**config.mk**
```make
export PLATFORM = sky130hd
export DESIGN_NAME = cpwm_pair
export DESIGN_NICKNAME = d
export VERILOG_FILES = /design/src/rtl/cpwm_pkg.sv /design/src/rtl/cpwm_timebase.sv /design/src/rtl/cpwm_deadband.sv /design/src/rtl/cpwm_pair.sv
export SDC_FILE = /design/constraint.sdc
export NUM_CORES = 1
export LEC_CHECK = 0
export ABC_AREA = 1
export BUFFER_PORTS_ARGS = -buffer_cell sky130_fd_sc_hd__buf_4
export CAP_MARGIN = 20
export CORE_UTILIZATION = 40
export DETAILED_ROUTE_END_ITERATION = 7
export PLACE_DENSITY_LB_ADDON = 0.3
export RECOVER_POWER = 25
export SLEW_MARGIN = 20
export SYNTH_ARGS = -nofsm -noshare
export SYNTH_HDL_FRONTEND = slang
export SYNTH_SLANG_ARGS = --single-unit
```
**constraint.sdc**
```tcl
create_clock -name clk_i -period 3.6 [get_ports clk_i]
set_input_delay 0.36 -clock clk_i [delete_from_list [all_inputs] [get_ports clk_i]]
set_output_delay 0.36 -clock clk_i [all_outputs]
set_load 0.01 [all_outputs]
```
**src/rtl/cpwm_pkg.sv**
```systemverilog
package cpwm_pkg;
  typedef enum logic {DIR_UP = 1'b0, DIR_DN = 1'b1} cnt_dir_e;
  localparam int unsigned NUM_OUT = 2;
endpackage

```
**src/rtl/cpwm_timebase.sv**
```systemverilog
module cpwm_timebase
  import cpwm_pkg::*;
#(
  parameter int unsigned CNT_W = 16
) (
  input  logic             clk_i,
  input  logic             rst_ni,
  input  logic [CNT_W-1:0] mod_i,
  input  logic [CNT_W-1:0] cmp_i,
  output logic [CNT_W-1:0] cnt_o,
  output logic [CNT_W-1:0] mod_act_o,
  output cnt_dir_e         dir_o,
  output logic [1:0]       raw_o
);
  logic [CNT_W-1:0] cnt_q, mod_q, cmp_q;
  logic [CNT_W-1:0] mod_eff, cmp_eff;
  cnt_dir_e         dir_q;
  logic             at_zero;

  assign at_zero = (cnt_q == '0);
  // shadow values become live at the zero point
  assign mod_eff = at_zero ? mod_i : mod_q;
  assign cmp_eff = at_zero ? cmp_i : cmp_q;

  always_ff @(posedge clk_i or negedge rst_ni) begin
    if (!rst_ni) begin
      mod_q <= '0;
      cmp_q <= '0;
    end else if (at_zero) begin
      mod_q <= mod_i;
      cmp_q <= cmp_i;
    end
  end

  always_ff @(posedge clk_i or negedge rst_ni) begin
    if (!rst_ni) begin
      cnt_q <= '0;
      dir_q <= DIR_UP;
    end else if (at_zero) begin
      dir_q <= DIR_UP;
      cnt_q <= (mod_eff != '0) ? {{(CNT_W-1){1'b0}}, 1'b1} : '0;
    end else if (dir_q == DIR_UP) begin
      if (cnt_q >= mod_eff) begin
        dir_q <= DIR_DN;
        cnt_q <= cnt_q - 1'b1;
      end else begin
        cnt_q <= cnt_q + 1'b1;
      end
    end else begin
      cnt_q <= cnt_q - 1'b1;
    end
  end

  assign raw_o[0]  = (cnt_q < cmp_eff);
  assign raw_o[1]  = ~raw_o[0];
  assign cnt_o     = cnt_q;
  assign mod_act_o = mod_q;
  assign dir_o     = dir_q;
endmodule

```
**src/rtl/cpwm_deadband.sv**
```systemverilog
module cpwm_deadband #(
  parameter int unsigned DT_W = 8
) (
  input  logic            clk_i,
  input  logic            rst_ni,
  input  logic            en_i,
  input  logic [DT_W-1:0] dt_i,
  input  logic            raw_i,
  output logic            act_o
);
  logic [DT_W-1:0] hi_q;
  logic            act_q;

  // hi_q counts cycles of raw high; stops at dt_i so it never wraps
  always_ff @(posedge clk_i or negedge rst_ni) begin
    if (!rst_ni) begin
      hi_q  <= '0;
      act_q <= 1'b0;
    end else if (!en_i) begin
      hi_q  <= '0;
      act_q <= raw_i;
    end else if (!raw_i) begin
      hi_q  <= '0;
      act_q <= 1'b0;
    end else if (!act_q) begin
      if (hi_q >= dt_i) act_q <= 1'b1;
      else              hi_q  <= hi_q + 1'b1;
    end
  end

  assign act_o = act_q;
endmodule

```
**src/rtl/cpwm_pair.sv**
```systemverilog
module cpwm_pair
  import cpwm_pkg::*;
#(
  parameter int unsigned CNT_W = 16,
  parameter int unsigned DT_W  = 8
) (
  input  logic             clk_i,
  input  logic             rst_ni,
  input  logic [CNT_W-1:0] mod_i,
  input  logic [CNT_W-1:0] cmp_i,
  input  logic [DT_W-1:0]  dt_i,
  input  logic             dt_en_i,
  input  logic [1:0]       pol_i,
  output logic [CNT_W-1:0] cnt_o,
  output logic             init_trig_o,
  output logic [1:0]       pwm_o
);
  logic [NUM_OUT-1:0] raw;
  logic [NUM_OUT-1:0] act;
  logic [CNT_W-1:0]   mod_act;
  cnt_dir_e           dir;

  cpwm_timebase #(.CNT_W(CNT_W)) u_tb (
    .clk_i     (clk_i),
    .rst_ni    (rst_ni),
    .mod_i     (mod_i),
    .cmp_i     (cmp_i),
    .cnt_o     (cnt_o),
    .mod_act_o (mod_act),
    .dir_o     (dir),
    .raw_o     (raw)
  );

  for (genvar i = 0; i < NUM_OUT; i++) begin : g_out
    cpwm_deadband #(.DT_W(DT_W)) u_db (
      .clk_i  (clk_i),
      .rst_ni (rst_ni),
      .en_i   (dt_en_i),
      .dt_i   (dt_i),
      .raw_i  (raw[i]),
      .act_o  (act[i])
    );
    assign pwm_o[i] = act[i] ^ pol_i[i];
  end

  assign init_trig_o = (cnt_o == '0);
endmodule

```
After elaboration in Yosys (flattened, before gate mapping)
Cells that the tools add are included.
- register bits: 67
- output and inout bits: 19
- add/subtract/negate cells: 4
- $lt $le $gt $ge: 4
- eq/ne operators: 4
- muxes and demuxes: 25
- bitwise operators: 3
- reduce and logical (&&, ||, !) cells: 4
- operators with widths (cell ; number):
    16-bit two-way mux ; 5
    8-bit two-way mux ; 8
    16-bit by 1-bit adder with 16-bit output (second input constant) ; 1
    8-bit by 1-bit adder with 8-bit output (second input constant) ; 2
    16-bit >= comparator ; 1
    8-bit >= comparator ; 2
    16-bit logical NOT ; 1
    16-bit < comparator ; 1
    16-bit nonzero test ; 1
    16-bit by 1-bit subtractor with 16-bit output (second input constant) ; 1
    1-bit two-way mux ; 12
    3-bit != test (second input constant) ; 4
    2-bit AND reduction ; 2
    1-bit bitwise XOR ; 2
    1-bit inverter ; 1

Longest topological paths before layout
Gate-level depths: netlist of run 1.
- depth in word-level cells: 6
- gate-level depth with buffers: 23
- mapped depth without buffers: 23

Hierarchy
A second synthesis of run 1 with hierarchy kept.
- cell total of the unflattened synthesis: 704
- area total of the unflattened synthesis: 5208.7 µm²
- by module, submodules not included (module ; instances ; cells an instance ; area each (µm²) ; seq. area each (µm²)):
    cpwm_timebase ; 1 ; 457 ; 3488.3 ; 1226.2
    cpwm_deadband ; 2 ; 109 ; 799.5 ; 225.2
    cpwm_pair ; 1 ; 29 ; 121.4 ; 0.0

Worst setup path before layout of run 1
Ideal clock, no wire load.
- path type: register -> register
- start point: reg u_tb.cnt_q[0] (netlist: u_tb.cnt_o[0])
- end point: reg u_tb.cnt_q[13] (netlist: u_tb.cnt_o[13])
- setup time: 0.120 ns
- arrival: 3.069 ns
- data required time: 3.480 ns
- setup slack: 0.411 ns
- cell stages (with the launch flop): 22
- buffers on the path: 3
- cells stage by stage: dfrtp_1 inv_1 ha_1 nand2_4 nor2_4 nand2_2 buf_6 clkinv_1 buf_2 nand2_1 nand2_1 inv_1 ha_1 nand2_1 nor2_1 a211oi_1 nor2_1 nor2_1 nand3_2 buf_2 o21ai_0 nor2_1
- longest elaborated chain between the ends: 6
- ends and longest elaborated chain (element ; RTL line ; text):
    start: declaration ; cpwm_timebase.sv:15 ; logic [CNT_W-1:0] cnt_q, mod_q, cmp_q;
    start signal: assignment ; cpwm_timebase.sv:41 ; cnt_q <= (mod_eff != '0) ? {{(CNT_W-1){1'b0}}, 1'b1} : '0;
    start signal: assignment ; cpwm_timebase.sv:45 ; cnt_q <= cnt_q - 1'b1;
    start signal: assignment ; cpwm_timebase.sv:47 ; cnt_q <= cnt_q + 1'b1;
    16-bit logical NOT ; cpwm_timebase.sv:20 ; assign at_zero = (cnt_q == '0);
    16-bit two-way mux ; cpwm_timebase.sv:22 ; assign mod_eff = at_zero ? mod_i : mod_q;
    named net u_tb.mod_eff[10] ; cpwm_timebase.sv:16 ; logic [CNT_W-1:0] mod_eff, cmp_eff;
    16-bit >= comparator ; cpwm_timebase.sv:43 ; if (cnt_q >= mod_eff) begin
    16-bit two-way mux ; cpwm_timebase.sv:43 ;
    16-bit two-way mux ; cpwm_timebase.sv:42 ; end else if (dir_q == DIR_UP) begin
    16-bit two-way mux ; cpwm_timebase.sv:39 ; end else if (at_zero) begin
The timed path passes the listed nets, and every way through them passes these cells.
A chain may end at the register's enable or synchronous reset.

Worst setup path after layout of run 1
- start point: reg u_tb.cnt_q[0] (netlist: u_tb.cnt_o[0])
- end point: reg u_tb.cnt_q[4] (netlist: u_tb.cnt_o[4])
The elaborated chain is that of the path after synthesis.

==> run metrics, run 1 <==
first-pass GRT wire length 21.44 mm; initial antenna violation count 0; Core Area 11610 µm²; Synth Area in Adders 12.89%; Pwr Total 1.710 mW; root buffer cell clkbuf_16; clock slew seen by the registers of the worst setup and hold paths 0.06 ns; largest net degree at the start of global routing 68; FMAX 0.2983 GHz; share of cells above drive strength 1 17.72%; synth top area cells dfrtp_1 35%, nand2_1 14%, ha_1 13%; Post-Place Cell Area 5583 µm²; clk_lat worst skew 0.34 ns; max_slew headroom -15.13%; Setup crit end kind flip-flop; Compound-Gate Fraction of Synth Area 6.419%; placed instance count 868; Vias per Instance 5.039; WP data arrival 3.58 ns; H-tree Lvls 3; Hold Path Depth 2; reg2reg start u_tb.cnt_o[0]; fillers 1142; Total Die Area 12580 µm²; Detail Placement HPWL 9.945 mm; post-synth top area cell dfrtp_1; Max clock buf depth 2; number of max-cap violations 1; total global-route track usage 21.63%; failing checks DRC, capacitance limit, slew limit; Port-buffer cells 63; num ports 64; fin cells 888; post-DR wirelength/cell 14.51 µm; max-slew violation count 68; PD cells 287.9 nW/µm²; Num CTS Buffers 9; die width 112.2 µm; leakage 3.400 nW; fin nets 835; Synth Register Bits 67; worst-case hold path end point g_out[0].u_db.act_o; kind of critical path flip-flop to flip-flop; worst reg2reg path depth 22; Post-Synthesis Cells 653; area share of the largest cell type after synthesis 34.54%; R2R Setup Slk 0.25 ns; mux cell area share after synthesis 0%; average size of a mapped cell 7.432 µm²; CTS tree yes; initial core utilization 41.79%; CP required 3.83 ns; Final Hold Viols 0; area grow syn2layout 22.35%; Fin Setup TNS 0 ns; overflow left after global routing 0; Tcrit/Tclk final 93.13%; Worst-Margin Slew 1.727 ns; reg-to-reg endpoint u_tb.cnt_o[4]; # setup viols final 0; chip height 112.2 µm; detailed router's first-iteration violation count 360; diode count 0; Max VDD drop 0.1427 mV; final WL 12.89 mm; DRC violations left 5; min-delay worst type primary input to flip-flop; routability cong. 0.9434; largest family of logic cells by synthesized area simple AND/OR/NAND/NOR gates; vias 4475; final setup skew 0.007325 ns; maximum fanout along the worst path 6; 1st-pass router iterations 7; Post-DRT Antenna Nets 0; status complete, but fails checks; Ys Warns 0; vias in the first global route 4485; Cell variety after synth 37; Synth Area in Simple Gates 30.76%; Post-Syn Area 4853 µm²; Final Util 51.13%; clock period minus worst slack 3.353 ns; startpoint types flip-flop; Clock Sinks 67; post-synthesis net count 748; FP Rows 39; fin area 5938 µm²; HP Start dt_en_i; sequential share of the synthesized area 34.54%; Post-Synth XOR/XNOR Area 6.316%
cells in the mapped netlist, drive strengths merged:
master and number:
nor4 8, o211ai 2, xnor2 6, o2111ai 1
inv 91, nand4 9, ha 50, clkbuf 2
xor2 29, clkinv 3, a211o 1, nor2 76
nand2 184, o21ai 10, buf 11, dfrtp 67
o21bai 1, a211oi 4, a31oi 1, nand3b 7
and2 2, nor3 12, nor3b 1, nand3 41
a21oi 32, o221a 1, o22ai 1
power by group:
part           switching (mW)  internal [mW]
registers            0.000254          0.755
clock network           0.332          0.540
logic                  0.0426         0.0399
total                   0.375           1.33
worst max-delay path, stage by stage, from the launching register on:
cell        delay (ns)
dfrtp_1           0.43
inv_1             0.10
ha_2              0.22
nand2_4           0.11
nor2_4            0.20
nand2_2           0.12
clkinvlp_4        0.14
buf_4             0.15
nand2_1           0.06
nand2_1           0.11
inv_1             0.09
ha_1              0.18
a21oi_1           0.16
nor2_1            0.05
a211oi_1          0.19
nor2_1            0.09
nor2_2            0.17
buf_4             0.17
nand2_1           0.14
inv_2             0.14
nor2_1            0.05
nor2_1            0.12
nor2_1            0.05
placed cells by master, fill, tap and decap left out, types with 3 or more instances in the layout:
cell	count
nor2_1	70
a21oi_1	30
nand4_1	9
xor2_1	29
inv_1	88
nand2_2	5
inv_2	3
o21ai_0	10
nor4_1	6
clkinvlp_4	3
a211oi_1	4
nor3_1	10
nand3_1	40
dfrtp_1	66
buf_4	87
xnor2_1	6
nand3b_1	7
nand2_1	177
clkbuf_16	9
clkbuf_8	4
nor2_2	4
ha_1	49
registers in the layout, indices dropped and copies added (netlist names):
register          flops
g_out.u_db.hi_q      16
u_tb.cmp_q           16
u_tb.cnt_o           16
u_tb.mod_act_o       16
g_out.u_db.act_o      2
u_tb.dir_o            1
per-layer routing:
metal  track usage [%]  wire, µm  vias up
li1                  -         -     2255
met1             25.71      5573     2084
met2             38.10      6346      110
met3             4.212       631       26
met4             9.244       334        0
met5                 0         0        -
logic make-up after synthesis:
logic type | after synthesis
adders and majority gates | 50
and+or+nand+nor | 340
xor gates and xnor gates | 35
AOI/OAI and AO/OA | 54
buffers and inverters | 107
DFF | 67
metrics by stage:
stage          hold slack [ns]  setup WS [ns]
4_1_cts                 0.1799        0.06124
2_1_floorplan          0.06441         0.4111
6_report                0.2364         0.2474
3_3_place_gp            0.4614         0.1470
5_1_grt                 0.2439      -0.003769
3_5_place_dp            0.4630         0.1107
how the worst max path moves through the flow:
stage | from | slack [ns] | end | depth (start not counted)
after floorplan | u_tb.cnt_o[0] | 0.41 | u_tb.cnt_o[13] | 21
after CTS | u_tb.cnt_o[0] | 0.06 | u_tb.cnt_o[4] | 21
after global routing | u_tb.cnt_o[0] | -0.004 | u_tb.cnt_o[4] | 22
after global placement | u_tb.cnt_o[0] | 0.15 | u_tb.cnt_o[3] | 21
after detailed placement | u_tb.cnt_o[0] | 0.11 | u_tb.cnt_o[4] | 21
final | u_tb.cnt_o[0] | 0.25 | u_tb.cnt_o[4] | 22
layout make-up:
class	instances	area (µm²)	area share (%)
Clock buffer	13	280.3	4.720
Clock inverter	3	20.02	0.3371
Inverter	94	356.6	6.005
Multi-Input combinational cell	479	2746	46.25
Sequential cell	67	1678	28.26
Tap cell	143	178.9	3.013
Timing Repair Buffer	89	678.2	11.42
what timing repair did:
action,CTS,global route
endpoints found under the setup margin,0,16
resized for setup,0,9
setup buffers,0,4
hold buffers,0,0
Power figures use the tool's default switching activity.
==> inputs of run 2 (changes only) <==
Settings changed: CORE_UTILIZATION 40 to 28.
==> run 2 against run 1 <==
Non-clock buffer count unchanged. Die area up 42%. Via count down 4.1%. Largest power group unchanged. Hold slack worse by 0.0045 ns. Critical path depth down 2. First-iteration DRC count shrank 26%. Combinational power up 2%. Clock power rose by 9.6%. Critical path type unchanged. Maximum frequency grew 3.9%. Count of clock-buffer cells in the layout fell by 3. The flow finishes with violations (capacitance limit, slew limit). Sequential power is essentially flat. Cell count grew 8.7%.
==> run metrics, run 2 (synthesized netlist as in run 1, its figures left out) <==
leakage 3.403 nW (was 3.400 nW); clock period minus worst slack 3.226 ns (was 3.353 ns); routability cong. 0.8920 (was 0.9434); final setup skew 0.009801 ns (was 0.007325 ns); Max clock buf depth 2 (unchanged); Clock Sinks 67 (unchanged); vias 4292 (was 4475); first-pass GRT wire length 21.41 mm (was 21.44 mm); critical path, cell by cell inv_1, ha_1, nand2_4, nor2_4, nand2_2, clkinvlp_4, buf_4, buf_4, buf_4, nand2_1, nand2_1, inv_1, ha_1, a21oi_1, nor2_1, a211oi_1, o221a_2, nand2_4, nand3_1, nand2_1 (was inv_1, ha_2, nand2_4, nor2_4, nand2_2, clkinvlp_4, buf_4, nand2_1, nand2_1, inv_1, ha_1, a21oi_1, nor2_1, a211oi_1, nor2_1, nor2_2, buf_4, nand2_1, inv_2, nor2_1, nor2_1, nor2_1); 1st-pass router iterations 4 (was 7); DRC violations left 0 (was 5); pre-CTS setup slack 0.2343 ns (was 0.1107 ns); Crit-path slowest cell dfrtp_1 (unchanged); clk_lat worst skew 0.35 ns (was 0.34 ns); Worst-Margin Slew 1.800 ns (was 1.727 ns); fin nets 835 (unchanged); initial antenna violation count 0 (unchanged); commonest non-fill, non-tap cells in the layout 178 x nand2_1, 87 x inv_1, 87 x buf_4 (was 177 x nand2_1, 88 x inv_1, 87 x buf_4); CP required 3.84 ns (was 3.83 ns); vias in the first global route 4201 (was 4485); Vias per Instance 4.448 (was 5.039); Port-buffer cells 63 (unchanged); FMAX 0.3100 GHz (was 0.2983 GHz); min-delay worst type primary input to flip-flop (unchanged); max_slew headroom -19.99% (was -15.13%); maximum fanout along the worst path 25 (was 6); Total Die Area 17860 µm² (was 12580 µm²); final WL 13.02 mm (was 12.89 mm); overflow left after global routing 0 (unchanged); post-DR wirelength/cell 13.49 µm (was 14.51 µm); Tcrit/Tclk final 89.60% (was 93.13%); chip height 133.7 µm (was 112.2 µm); fillers 1772 (was 1142); area grow syn2layout 24.75% (was 22.35%); max-slew violation count 68 (unchanged); Core Area 16760 µm² (was 11610 µm²); CTS tree yes (unchanged); root buffer cell clkbuf_16 (unchanged); die width 133.7 µm (was 112.2 µm); Fin Setup TNS 0 ns (unchanged); final worst slack 0.3743 ns (was 0.2474 ns); kind of critical path flip-flop to flip-flop (unchanged); largest net degree at the start of global routing 68 (unchanged); PD cells 296.5 nW/µm² (was 287.9 nW/µm²); commonest non-fill, non-tap cell in the layout nand2_1 (unchanged); initial core utilization 28.96% (was 41.79%); final hold slack 0.2319 ns (was 0.2364 ns); number of max-cap violations 1 (unchanged); Num CTS Buffers 9 (unchanged); startpoint types flip-flop (unchanged); status complete, but fails checks (unchanged); worst reg2reg path depth 20 (was 22); Pwr Total 1.795 mW (was 1.710 mW); Max VDD drop 0.2129 mV (was 0.1427 mV); Post-DRT Antenna Nets 0 (unchanged); WP data arrival 3.46 ns (was 3.58 ns); Hold Path Depth 3 (was 2); failing checks capacitance limit, slew limit (was DRC, capacitance limit, slew limit); # setup viols final 0 (unchanged); detailed router's first-iteration violation count 266 (was 360); diode count 0 (unchanged); Detail Placement HPWL 10.01 mm (was 9.945 mm); total global-route track usage 15.51% (was 21.63%); num ports 64 (unchanged); FP Rows 47 (was 39); Largest stage delay, worst path 0.41 ns (was 0.43 ns); share of cells above drive strength 1 17.58% (was 17.72%); Final Hold Viols 0 (unchanged); Setup crit end kind flip-flop (unchanged); clock slew seen by the registers of the worst setup and hold paths 0.06 ns (about the same); H-tree Lvls 3 (unchanged)
## run 2: cell types whose count changed in the layout (fill, tap and decap cells not counted), sizes merged
| cell | previous run | this run |
|---|---|---|
| bufinv | 0 | 2 |
| clkbuf | 14 | 11 |
| clkinv | 3 | 5 |
| clkinvlp | 3 | 2 |
## run 2: area by class of cell
| class | instances | area [µm²] | share of cell area [%] |
|---|---|---|---|
| timing repair buffer | 89 | 673.1 | 11.12 |
| clock inverter | 6 | 90.09 | 1.488 |
| multi-input combinational | 479 | 2753 | 45.46 |
| sequential | 67 | 1678 | 27.71 |
| tap | 220 | 275.3 | 4.546 |
| clock buffer | 10 | 229.0 | 3.782 |
| inverter | 94 | 356.6 | 5.890 |
## run 2: through the flow
stage	utilization, %	instances	cell area, µm²
floorplan	-	653	4853
global placement	33.89	945	5679
detailed placement	33.89	945	5679
CTS	35.79	961	5998
global route	36.13	965	6055
finish	36.13	965	6055
## run 2: path summary, 6_finish.rpt
path,start,endpoint,slack (ns)
worst max-delay path,u_tb.cnt_o[0],g_out[1].u_db.hi_q[3],0.37
worst min-delay path,cmp_i[9],u_tb.cmp_q[9],0.23
worst max register to register,u_tb.cnt_o[0],g_out[1].u_db.hi_q[3],0.37
worst min register to register,u_tb.mod_act_o[13],u_tb.mod_act_o[13],0.47
max in group asynchronous,rst_ni,u_tb.cnt_o[8],1.91
min in group asynchronous,rst_ni,g_out[0].u_db.act_o,0.51
## run 2: what timing repair did
action,4_1_cts,5_1_grt
endpoints found under the setup margin,0,16
gates resized for setup,0,9
buffers inserted,0,4
hold endpoints to repair,0,0
hold buffers,0,0
## run 2: critical path: cells and delay by family, from the launching register on
kind                       cells  cell delay [ns]
AOI/OAI and AO/OA              3             0.60
DFF                            1             0.41
and+or+nand+nor                9             0.93
adders and majority gates      2             0.51
buffers and inverters          6             0.67
## run 2: power breakdown
part | switching, mW | internal [mW]
Combinational | 0.0441 | 0.0398
Clock | 0.349 | 0.607
Sequential | 0.000293 | 0.755
## run 2: per-layer routing
layer	track usage (%)	routed length, µm	up-vias
met5	0	0	-
met4	5.240	178	0
met3	2.968	533	12
met2	25.00	5983	90
met1	20.73	6322	1930
li1	-	-	2260
==> inputs of run 3 (changes only) <==
Settings changed: CORE_ASPECT_RATIO set to 0.8, PLACE_DENSITY set to 0.46, PLACE_DENSITY_LB_ADDON 0.3 to not set.
==> run 3 against run 2 <==
The run still ends with capacitance limit, slew limit left. First-iteration DRC count up 28%. Critical path depth rose by 1. Clock power decreased by 5.2%. Count of clock-buffer cells in the layout decreased by 1. Via count increased by 3.6%. Critical endpoint is now u_tb.cnt_o[4].
==> run metrics, run 3 (synthesized netlist as in run 1, its figures left out) <==
status complete, but fails checks (unchanged); failing checks capacitance limit, slew limit (unchanged); num ports 64 (unchanged); kind of critical path flip-flop to flip-flop (unchanged); diode count 0 (unchanged); initial core utilization 28.95% (was 28.96%); Worst-Margin Slew 1.802 ns (was 1.800 ns); WP data arrival 3.51 ns (was 3.46 ns); Num CTS Buffers 9 (unchanged); Final Hold Viols 0 (unchanged); overflow left after global routing 0 (unchanged); reg-to-reg endpoint u_tb.cnt_o[4] (was g_out[1].u_db.hi_q[3]); max_slew headroom -20.15% (was -19.99%); leakage 3.399 nW (was 3.403 nW); Setup crit end kind flip-flop (unchanged); RSZ-0062 raised after global routing no; clk_lat worst skew 0.35 ns (about the same); Max VDD drop 0.1900 mV (was 0.2129 mV); final worst slack 0.3315 ns (was 0.3743 ns); startpoint types flip-flop (unchanged); commonest non-fill, non-tap cell in the layout nand2_1 (unchanged); post-DR wirelength/cell 14.85 µm (was 13.49 µm); reg2reg start u_tb.cnt_o[0] (unchanged); Core Area 16760 µm² (about the same); Final Util 36.09% (was 36.13%); total global-route track usage 17.25% (was 15.51%); fin nets 835 (unchanged); final hold slack 0.2349 ns (was 0.2319 ns); final setup skew 0.008450 ns (was 0.009801 ns); area grow syn2layout 24.67% (was 24.75%); Tcrit/Tclk final 90.79% (was 89.60%); # setup viols final 0 (unchanged); pre-CTS setup slack 0.02565 ns (was 0.2343 ns); PD cells 288.7 nW/µm² (was 296.5 nW/µm²); Vias per Instance 4.609 (was 4.448); H-tree Lvls 3 (unchanged); min-delay worst type primary input to flip-flop (unchanged); detailed router's first-iteration violation count 340 (was 266); worst reg2reg path depth 21 (was 20); vias 4448 (was 4292); worst-case hold path end point u_tb.cmp_q[15] (was u_tb.cmp_q[9]); 1st-pass router iterations 4 (unchanged); Detail Placement HPWL 11.00 mm (was 10.01 mm); clock slew seen by the registers of the worst setup and hold paths 0.06 ns (about the same); Max clock buf depth 2 (unchanged); initial antenna violation count 0 (unchanged); routability cong. 0.9038 (was 0.8920); commonest non-fill, non-tap cells in the layout 178 x nand2_1, 88 x inv_1, 87 x buf_4 (was 178 x nand2_1, 87 x inv_1, 87 x buf_4); CTS tree yes (unchanged); maximum fanout along the worst path 28 (was 25); first-pass GRT wire length 23.19 mm (was 21.41 mm); die width 149.2 µm (was 133.7 µm); HP Start cmp_i[15] (was cmp_i[9]); R2R Setup Slk 0.33 ns (was 0.37 ns); share of cells above drive strength 1 17.58% (unchanged); Hold Path Depth 3 (unchanged); Clock Sinks 67 (unchanged); FP Rows 42 (was 47); root buffer cell clkbuf_16 (unchanged); largest net degree at the start of global routing 68 (unchanged); DRC violations left 0 (unchanged); FMAX 0.3059 GHz (was 0.3100 GHz); Post-DRT Antenna Nets 0 (unchanged); hold_buf cts 0 (unchanged); Total Die Area 17870 µm² (was 17860 µm²); number of max-cap violations 1 (unchanged); max-slew violation count 68 (unchanged); CP required 3.84 ns (about the same); clock period minus worst slack 3.269 ns (was 3.226 ns); Port-buffer cells 63 (unchanged); vias in the first global route 4301 (was 4201); chip height 119.8 µm (was 133.7 µm); final WL 14.33 mm (was 13.02 mm)
## run 3: metrics by stage
step                      total power, mW  std cells  area (µm²)  setup TNS [ns]
after floorplan                    0.7897        653        4853               0
after global placement             0.8552        946        5687        -0.01157
after detailed placement           0.8566        946        5687               0
after CTS                           1.780        962        5991               0
after global routing                1.819        965        6051               0
final                               1.747        965        6051               0
## run 3: where the power goes
group	internal, mW	switching [mW]	total, mW
Combinational	0.0399	0.0453	0.0852
Sequential	0.754	0.000296	0.755
Clock	0.539	0.368	0.907
## run 3: area by class of cell
cell class	instances	area [µm²]
clock inverters	7	76.32
repair buffers	89	673.1
inverters	94	356.6
well taps	220	275.3
clock buffers	9	225.2
multi-input cells	479	2768
fillers	1761	10710
flip-flops and latches	67	1677
## run 3: worst max-delay path, stage by stage (launching register included)
cell and delay (ns):
dfrtp_1 0.39, inv_1 0.07, ha_1 0.25, nand2_4 0.15
nor2_4 0.06, nand2_2 0.11, buf_8 0.22, nor2_1 0.07
nor2_2 0.16, inv_1 0.07, ha_1 0.29, a21oi_1 0.14
nor2_1 0.05, a211oi_1 0.17, nor2_1 0.07, nor2_2 0.20
buf_4 0.18, nand2_1 0.15, inv_2 0.15, nor2_1 0.05
nor2_1 0.10, nor2_1 0.04
## run 3: timing repair
| action | 4_1_cts | 5_1_grt |
|---|---|---|
| endpoints found under the setup margin | 1 | 32 |
| gates resized for setup | 1 | 9 |
| setup buffers | 0 | 3 |
| endpoints found under the hold margin | 0 | 0 |
## run 3: how the worst max path moves through the flow
stage | slack [ns] | end | cells past startpoint | start
floorplan | 0.41 | u_tb.cnt_o[13] | 21 | u_tb.cnt_o[0]
global placement | -0.009 | u_tb.cnt_o[9] | 20 | u_tb.cnt_o[7]
detailed placement | 0.03 | u_tb.cnt_o[9] | 20 | u_tb.cnt_o[7]
CTS | 0.06 | u_tb.cnt_o[9] | 21 | u_tb.cnt_o[13]
global route | 0.02 | u_tb.cnt_o[4] | 21 | u_tb.cnt_o[0]
finish | 0.33 | u_tb.cnt_o[4] | 21 | u_tb.cnt_o[0]
## run 3: per-layer routing
| metal | track usage (%) | share of wire [%] | wire [µm] |
|---|---|---|---|
| met1 | 26.10 | 51 | 7333 |
| met2 | 24.27 | 43 | 6111 |
| met3 | 3.688 | 5.1 | 731 |
| met4 | 4.592 | 1.1 | 157 |
| met5 | 0 | 0 | 0 |
